===== src/rtl/isacc_pkg.sv =====
// Package: shared phase type and width helper for the indexed-coupling MAC.
// Assumes nothing beyond IEEE 1800-2017 constant functions.
package isacc_pkg;

    // Phase of the scale-and-reduce sequencer.
    typedef enum logic [1:0] {
        PH_IDLE  = 2'd0,
        PH_SCALE = 2'd1,
        PH_EMIT  = 2'd2
    } phase_t;

    // Bits needed to address n entries, never less than one.
    function automatic int unsigned idx_bits(input int unsigned n);
        return (n > 1) ? $clog2(n) : 1;
    endfunction

endpackage


===== src/rtl/isacc_table.sv =====
// Module: isacc_table
// Holds the NV coupling values, one per index code.
// Assumes writes to addresses of NV or more must be dropped.
// Entries reset to zero.
module isacc_table #(
    parameter int NV    = 3,
    parameter int TBL_W = 16,
    parameter int IDX_W = 2
) (
    input  logic                        clk,
    input  logic                        rst_n,
    input  logic                        wr_en,
    input  logic [IDX_W-1:0]            wr_addr,
    input  logic [TBL_W-1:0]            wr_data,
    output logic [NV-1:0][TBL_W-1:0]    tbl
);

    for (genvar t = 0; t < NV; t++) begin : g_entry
        logic hit;
        assign hit = wr_en && (int'(wr_addr) == t);

        // Entry t: loads on a matching write.
        always_ff @(posedge clk) begin
            if (!rst_n) begin
                tbl[t] <= '0;
            end else if (hit) begin
                tbl[t] <= wr_data;
            end
        end

        AST_TBL_FOREIGN_WRITE: assert property (@(posedge clk) disable iff (!rst_n)
            (wr_en && int'(wr_addr) >= NV) |=> $stable(tbl[t]));
    end

endmodule


===== src/rtl/isacc_bank.sv =====
// Module: isacc_bank
// One adder-only accumulator per coupling index code. A valid element adds its
// sign-extended x into the accumulator whose index equals its code; codes of
// NV or more match no accumulator. The first valid element after a
// last-of-row restarts every accumulator from zero. On the last element the
// updated bank is copied into a snapshot for the multiply phase.
// Assumes ACC_W is wide enough for the longest row (guard bits from NMAX).
module isacc_bank #(
    parameter int NV    = 3,
    parameter int X_W   = 16,
    parameter int ACC_W = 27,
    parameter int IDX_W = 2
) (
    input  logic                        clk,
    input  logic                        rst_n,
    input  logic                        elem_valid,
    input  logic [X_W-1:0]              elem_x,
    input  logic [IDX_W-1:0]            elem_code,
    input  logic                        elem_last,
    output logic [NV-1:0][ACC_W-1:0]    snap
);

    logic                           fresh_q;
    logic signed [ACC_W-1:0]        x_ext;
    logic [NV-1:0][ACC_W-1:0]       acc_q;

    assign x_ext = ACC_W'($signed(elem_x));

    // Row-start flag: set by reset and by every last-of-row element.
    always_ff @(posedge clk) begin
        if (!rst_n) begin
            fresh_q <= 1'b1;
        end else if (elem_valid) begin
            fresh_q <= elem_last;
        end
    end

    for (genvar t = 0; t < NV; t++) begin : g_acc
        logic                       sel;
        logic signed [ACC_W-1:0]    base;
        logic signed [ACC_W-1:0]    addend;
        logic signed [ACC_W-1:0]    acc_nxt;

        // Indicator select and restart for accumulator t.
        always_comb begin
            sel     = elem_valid && (int'(elem_code) == t);
            addend  = sel ? x_ext : '0;
            base    = (elem_valid && fresh_q) ? '0 : $signed(acc_q[t]);
            acc_nxt = base + addend;
        end

        // Accumulator t: advances only on valid elements.
        always_ff @(posedge clk) begin
            if (!rst_n) begin
                acc_q[t] <= '0;
            end else if (elem_valid) begin
                acc_q[t] <= acc_nxt;
            end
        end

        // Snapshot t: captures the finished row sum on the last element.
        always_ff @(posedge clk) begin
            if (!rst_n) begin
                snap[t] <= '0;
            end else if (elem_valid && elem_last) begin
                snap[t] <= acc_nxt;
            end
        end

        AST_IDLE_HOLD: assert property (@(posedge clk) disable iff (!rst_n)
            !elem_valid |=> $stable(acc_q[t]));

        AST_FOREIGN_CODE: assert property (@(posedge clk) disable iff (!rst_n)
            (elem_valid && !fresh_q && int'(elem_code) >= NV) |=> $stable(acc_q[t]));

        AST_FRESH_START: assert property (@(posedge clk) disable iff (!rst_n)
            (elem_valid && fresh_q && int'(elem_code) != t) |=> (acc_q[t] == '0));
    end

endmodule


===== src/rtl/isacc_scale.sv =====
// Module: isacc_scale
// Multiplies each snapshot accumulator by its table value through one shared
// multiplier, one index per cycle, sums the products and saturates the total.
// Timing: start at edge k, products added at edges k+1..k+NV, result strobe
// from edge k+NV+1. Assumes no new start while products are still being added.
module isacc_scale #(
    parameter int NV    = 3,
    parameter int ACC_W = 27,
    parameter int TBL_W = 16,
    parameter int OUT_W = 32
) (
    input  logic                        clk,
    input  logic                        rst_n,
    input  logic                        start,
    input  logic [NV-1:0][ACC_W-1:0]    snap,
    input  logic [NV-1:0][TBL_W-1:0]    tbl,
    output logic                        res_valid,
    output logic [OUT_W-1:0]            res_data
);
    import isacc_pkg::*;

    localparam int CNT_W  = idx_bits(NV);
    localparam int PROD_W = ACC_W + TBL_W;
    localparam int SUM_W  = PROD_W + idx_bits(NV) + 1;

    phase_t                     phase_q;
    logic [CNT_W-1:0]           cnt_q;
    logic signed [SUM_W-1:0]    sum_q;
    logic signed [ACC_W-1:0]    op_acc;
    logic signed [TBL_W-1:0]    op_tbl;
    logic signed [PROD_W-1:0]   prod;
    logic signed [SUM_W-1:0]    hi_lim;
    logic signed [SUM_W-1:0]    lo_lim;
    logic [OUT_W-1:0]           sat_val;
    logic                       last_idx;

    // Operand select and the shared multiplier.
    always_comb begin
        op_acc   = $signed(snap[cnt_q]);
        op_tbl   = $signed(tbl[cnt_q]);
        prod     = PROD_W'(op_acc) * PROD_W'(op_tbl);
        last_idx = (int'(cnt_q) == NV - 1);
    end

    // Saturation of the finished sum to the output range.
    always_comb begin
        hi_lim = SUM_W'($signed({1'b0, {(OUT_W-1){1'b1}}}));
        lo_lim = SUM_W'($signed({1'b1, {(OUT_W-1){1'b0}}}));
        if (sum_q > hi_lim) begin
            sat_val = hi_lim[OUT_W-1:0];
        end else if (sum_q < lo_lim) begin
            sat_val = lo_lim[OUT_W-1:0];
        end else begin
            sat_val = sum_q[OUT_W-1:0];
        end
    end

    // Sequencer: clear on start, one product per cycle, then emit.
    always_ff @(posedge clk) begin
        if (!rst_n) begin
            phase_q <= PH_IDLE;
            cnt_q   <= '0;
            sum_q   <= '0;
        end else begin
            case (phase_q)
                PH_SCALE: begin
                    sum_q <= sum_q + SUM_W'(prod);
                    if (last_idx) begin
                        phase_q <= PH_EMIT;
                    end else begin
                        cnt_q <= cnt_q + 1'b1;
                    end
                end
                default: begin
                    if (start) begin
                        phase_q <= PH_SCALE;
                        cnt_q   <= '0;
                        sum_q   <= '0;
                    end else begin
                        phase_q <= PH_IDLE;
                    end
                end
            endcase
        end
    end

    // Result register: strobe and value for one cycle after the emit phase.
    always_ff @(posedge clk) begin
        if (!rst_n) begin
            res_valid <= 1'b0;
            res_data  <= '0;
        end else begin
            res_valid <= (phase_q == PH_EMIT);
            if (phase_q == PH_EMIT) begin
                res_data <= sat_val;
            end
        end
    end

    AST_NO_RESTART_BUSY: assert property (@(posedge clk) disable iff (!rst_n)
        start |-> (phase_q != PH_SCALE));

    AST_ONE_SHOT: assert property (@(posedge clk) disable iff (!rst_n)
        res_valid |=> !res_valid);

    AST_CNT_BOUND: assert property (@(posedge clk) disable iff (!rst_n)
        (phase_q == PH_SCALE) |-> (int'(cnt_q) < NV));

    AST_HOLD_BETWEEN: assert property (@(posedge clk) disable iff (!rst_n)
        !res_valid |=> (res_valid || $stable(res_data)));

endmodule


===== src/rtl/isacc_mac.sv =====
// Module: isacc_mac (top)
// Indexed-coupling selective accumulator MAC for one row of an interaction
// sum. Streams (x, code) elements into per-code accumulators, snapshots them
// on the last-of-row element, then weights each with its table value.
// Assumes rows of at least NV+1 elements and at most NMAX elements.
module isacc_mac #(
    parameter int NV    = 3,
    parameter int X_W   = 16,
    parameter int TBL_W = 16,
    parameter int NMAX  = 2048,
    parameter int OUT_W = 32,
    localparam int IDX_W = isacc_pkg::idx_bits(NV),
    localparam int ACC_W = X_W + $clog2(NMAX)
) (
    input  logic                clk,
    input  logic                rst_n,
    input  logic                in_valid,
    input  logic [X_W-1:0]      in_x,
    input  logic [IDX_W-1:0]    in_code,
    input  logic                in_last,
    input  logic                tbl_we,
    input  logic [IDX_W-1:0]    tbl_addr,
    input  logic [TBL_W-1:0]    tbl_data,
    output logic                res_valid,
    output logic [OUT_W-1:0]    res_data
);

    logic [NV-1:0][ACC_W-1:0]   snap;
    logic [NV-1:0][TBL_W-1:0]   tbl;
    logic                       row_done;

    assign row_done = in_valid && in_last;

    isacc_table #(
        .NV    (NV),
        .TBL_W (TBL_W),
        .IDX_W (IDX_W)
    ) u_table (
        .clk     (clk),
        .rst_n   (rst_n),
        .wr_en   (tbl_we),
        .wr_addr (tbl_addr),
        .wr_data (tbl_data),
        .tbl     (tbl)
    );

    isacc_bank #(
        .NV    (NV),
        .X_W   (X_W),
        .ACC_W (ACC_W),
        .IDX_W (IDX_W)
    ) u_bank (
        .clk        (clk),
        .rst_n      (rst_n),
        .elem_valid (in_valid),
        .elem_x     (in_x),
        .elem_code  (in_code),
        .elem_last  (in_last),
        .snap       (snap)
    );

    isacc_scale #(
        .NV    (NV),
        .ACC_W (ACC_W),
        .TBL_W (TBL_W),
        .OUT_W (OUT_W)
    ) u_scale (
        .clk       (clk),
        .rst_n     (rst_n),
        .start     (row_done),
        .snap      (snap),
        .tbl       (tbl),
        .res_valid (res_valid),
        .res_data  (res_data)
    );

    AST_RESET_QUIET: assert property (@(posedge clk) disable iff (!rst_n)
        $rose(rst_n) |-> !res_valid);

endmodule


===== config.mk =====
export PLATFORM = sky130hd
export DESIGN_NAME = isacc_mac
export DESIGN_NICKNAME = d
export VERILOG_FILES = /design/src/rtl/isacc_pkg.sv /design/src/rtl/isacc_table.sv /design/src/rtl/isacc_bank.sv /design/src/rtl/isacc_scale.sv /design/src/rtl/isacc_mac.sv
export SDC_FILE = /design/constraint.sdc
export NUM_CORES = 2
export LEC_CHECK = 0
export BUFFER_PORTS_ARGS = -buffer_cell sky130_fd_sc_hd__buf_2
export CAP_MARGIN = 10
export CORE_MARGIN = 5
export CORE_UTILIZATION = 55
export CTS_CLUSTER_DIAMETER = 120
export DETAILED_ROUTE_END_ITERATION = 8
export HOLD_SLACK_MARGIN = 0.02
export PLACE_DENSITY = 0.71
export SLEW_MARGIN = 25
export SYNTH_ARGS = -nofsm -noshare
export SYNTH_HDL_FRONTEND = slang
export SYNTH_SLANG_ARGS = --single-unit

===== constraint.sdc =====
create_clock -name clk -period 15.25 [get_ports clk]
set_input_delay 0.7625 -clock clk [delete_from_list [all_inputs] [get_ports clk]]
set_output_delay 0.7625 -clock clk [all_outputs]
set_load 0.01 [all_outputs]

==> reports/results.ini <==
[run_status]
status = finished clean

[power_and_ir_drop]
p_total_w = 0.00203
internal_power_w = 0.00143
power_frac_clock_pct = 44.9
irDropWorstVdd_mv = 0.0751
power_density_nw_per_um2 = 58.7
leakage_power_nw = 16.6
power.share.combinational_pct = 15.8
p_seq_share_pct = 39.3
power.switching_w = 0.000600
swShare_pct = 29.5

[timing]
postLayoutSetupSlackWorst_ns = 6.26
maxClockFrequency_mhz = 111
total_setup_violations_reported_at_the_end_of_the_flow = 0
rsz0062_at_grt = false
fin_max_slew_vios = 0
fin_crit_sh_pct = 59.0
final_hold_viol_count = 0
max_slew_margin_pct = 26.2
finalWorstPathRequiredPeriod_ns = 8.99
final.setup_skew_ns = 0.0423
worst_slew_pin_slew_ns = 1.11
setup-tns-final_ns = 0

[hold_path]
hp-start = tbl_data[9]
min_path_type = input pin to flop
hold-path-cell-count = 3
min_delay_worst_endpoint = u_table.tbl[9]

[setup_path]
cp-start-kind = flop
worst_ep_required_time_ns = 15.72
r2r-end = u_scale.sum_q[45]
worst-endpoint-arrival_ns = 9.46
worst_r2r_startpoint = u_scale.cnt_q[0]
number_of_cell_instances_on_the_worst_register_to_register_path = 25
path_class = flop to flop
critical_path_peak_fanout = 87
crit_path_end_kind = flop
ff2ff_setup_slack_ns = 6.26

[clock_network]
cts.hold.buffers_added = 0
numCtsBuffers = 36
clkTransAtPathRegs_ns = 0.07
cts-resized-gates = 0
worstSkewPairLatency_ns = 0.60
clock-sinks = 294
cts-htree-levels = 2
post-cts-setup-buffer-count = 0
clock_tree_from_tritoncts = done
max_buffers_root_to_sink = 3
ctsRootBufferMaster = sky130_fd_sc_hd__clkbuf_16

[final_layout]
post-route-util_pct = 59.9
final_net_count = 4524
layout-area-overhead-vs-synth_pct = 7.25
post_route_cells_drive_above_1_share_pct = 5.43

[grt]
overflow = 0
grt_pass1_vias = 25800
antenna_found_initial = 1
grt_usage_pct = 26.7
grt_max_degree = 124
grt_first_pass_wirelength_um = 138000

[placement]
detailedPlace.worstSlack_ns = 6.37
place.detailed.hpwl_um = 64400
gpl.final_weighted_congestion = 0.969
port_buffers = 73

[floorplanning]
dieHeight_um = 252
die_x_um = 252
design.core.area_um2 = 57900
floorplan.initialDensity_pct = 55.8
rows = 88
io_pins = 74
floorplan.die_area_um2 = 63700

[synthesis]
postSynthNetCount = 4550
yosysWarningCount = 0
ys_ff_latch = 294
dominantRegCellSynth = sky130_fd_sc_hd__dfxtp_1
netlist.area_leader.share_pct = 29.6
ys_async_sr_fraction_pct = 0
seq_area_frac_synth_pct = 18.2
synth_enable_flop_cells = 0
synth.cells.most_frequent = sky130_fd_sc_hd__nand2_1 (564), sky130_fd_sc_hd__inv_1 (561), sky130_fd_sc_hd__fa_1 (478)
post_synth_main_area_contributors = sky130_fd_sc_hd__fa_1 (30%), sky130_fd_sc_hd__dfxtp_1 (18%), sky130_fd_sc_hd__ha_1 (7.9%)
synth_top_area_cell = sky130_fd_sc_hd__fa_1
avgSynthCellArea_um2 = 8.45
number_of_instances_in_the_synthesized_netlist = 3826
distinct_cell_type_count_after_synthesis = 64
synth.most_common_cell = sky130_fd_sc_hd__nand2_1
synth.cell_area_um2 = 32300

[route]
wirelength_um = 83900
post-route-drc-count = 0
wire_per_inst_um = 18.3
drt-vias-per-instance = 5.60
detailedRoute.firstPassIterationCount = 6
num_vias = 25700
drt-initial-drc-count = 1993
postRouteAntennaNets = 0

[run]
max-cap-violations = 0

==> registers in the layout, summed over array words and instances, names as in the netlist <==
signal,flops
u_bank.fresh_q,1
u_scale.res_valid,1
u_scale.res_data,32
u_table.tbl,48
u_scale.cnt_q,2
u_bank.acc_q,81
u_scale.sum_q,46
u_scale.phase_q,2
u_bank.snap,81
==> worst max-delay path by stage <==
stage / endpoint / from / slack (ns)
final: u_scale.sum_q[45] / u_scale.cnt_q[0] / 6.26
after global routing: u_scale.sum_q[45] / u_scale.cnt_q[0] / 5.74
after CTS: u_scale.sum_q[45] / u_scale.cnt_q[0] / 6.35
after detailed placement: u_scale.sum_q[45] / u_scale.cnt_q[0] / 6.37
after global placement: u_scale.sum_q[45] / u_scale.cnt_q[0] / 6.49
after floorplan: u_scale.sum_q[45] / u_scale.cnt_q[0] / 7.21
==> cells by family after synthesis <==
| logic type | share of synthesized area [%] |
|---|---|
| buffers and inverters | 8.53 |
| XOR/XNOR | 3.14 |
| AND/OR/NAND/NOR | 16.2 |
| flip-flops | 18.2 |
| multiplexers | 3.51 |
| adder cells (fa/ha/maj) | 37.5 |
| AO/OA/AOI/OAI | 12.9 |
==> worst max-delay path, stage by stage, from the launching register on <==
cell	delay, ns
sky130_fd_sc_hd__dfxtp_4	0.63
sky130_fd_sc_hd__buf_4	0.85
sky130_fd_sc_hd__mux2i_1	0.22
sky130_fd_sc_hd__o22ai_1	0.71
sky130_fd_sc_hd__nand2_1	0.28
sky130_fd_sc_hd__fa_1	0.58
sky130_fd_sc_hd__inv_1	0.05
sky130_fd_sc_hd__fa_1	0.53
sky130_fd_sc_hd__inv_1	0.05
sky130_fd_sc_hd__fa_1	0.49
sky130_fd_sc_hd__inv_1	0.05
sky130_fd_sc_hd__fa_1	0.48
sky130_fd_sc_hd__fa_1	0.50
sky130_fd_sc_hd__inv_1	0.05
sky130_fd_sc_hd__fa_1	0.47
sky130_fd_sc_hd__inv_1	0.04
sky130_fd_sc_hd__ha_1	0.34
sky130_fd_sc_hd__a21o_1	0.20
sky130_fd_sc_hd__a21o_1	0.17
sky130_fd_sc_hd__a221o_1	0.40
sky130_fd_sc_hd__o41ai_4	0.50
sky130_fd_sc_hd__a21o_2	0.22
sky130_fd_sc_hd__a21oi_2	0.07
sky130_fd_sc_hd__o31a_1	0.31
sky130_fd_sc_hd__or3_1	0.34
sky130_fd_sc_hd__a311oi_1	0.24
==> area by class of cell <==
cell class / instances / area, um^2
fillers: 5268 / 23200
clock buffers: 48 / 1010
repair buffers: 108 / 631
clock inverters: 18 / 256
flip-flops and latches: 294 / 5890
multi-input cells: 2797 / 23800
well taps: 765 / 957
inverters: 563 / 2120
diodes: 1 / 2.50
==> power by group through the flow <==
stage,Sequential [W],Clock [W],Combinational (W)
CTS,0.000799,0.000937,0.000318
finish,0.000799,0.000914,0.000322
floorplan,0.000809,0,0.000227
detailed placement,0.000815,0,0.000316
global placement,0.000815,0,0.000312
global route,0.000801,0.000967,0.000356
==> layer usage <==
layer / vias up / GRT usage [%] / routed length, um
li1: 12100 / - / -
met1: 12600 / 38.7 / 38000
met2: 826 / 41.3 / 37000
met3: 127 / 5.18 / 6480
met4: 0 / 7.17 / 2300
met5: - / 0 / 0
==> cell usage in the layout, fill, tap and decap left out, types with 26 or more instances in the layout <==
cell,n
sky130_fd_sc_hd__nand2_1,563
sky130_fd_sc_hd__inv_1,561
sky130_fd_sc_hd__fa_1,478
sky130_fd_sc_hd__nor2_1,355
sky130_fd_sc_hd__dfxtp_1,292
sky130_fd_sc_hd__a21oi_1,255
sky130_fd_sc_hd__ha_1,205
sky130_fd_sc_hd__and2_1,143
sky130_fd_sc_hd__o21ai_0,128
sky130_fd_sc_hd__mux2i_1,110
sky130_fd_sc_hd__buf_2,72
sky130_fd_sc_hd__a21o_1,66
sky130_fd_sc_hd__xnor2_1,66
sky130_fd_sc_hd__xor2_1,50
sky130_fd_sc_hd__o22ai_1,36
sky130_fd_sc_hd__clkbuf_16,36
sky130_fd_sc_hd__buf_4,36
sky130_fd_sc_hd__o22a_1,35
sky130_fd_sc_hd__nand3_1,27
sky130_fd_sc_hd__a211oi_1,26
==> metrics by stage <==
step | instance area, um^2 | instances | hold slack [ns]
after floorplan | 32300 | 3826 | 0.435
after global routing | 34700 | 4594 | 0.412
final | 34700 | 4594 | 0.433
after global placement | 33400 | 4527 | 0.437
after CTS | 34700 | 4593 | 0.402
after detailed placement | 33400 | 4527 | 0.441
Power figures use the tool's default switching activity.
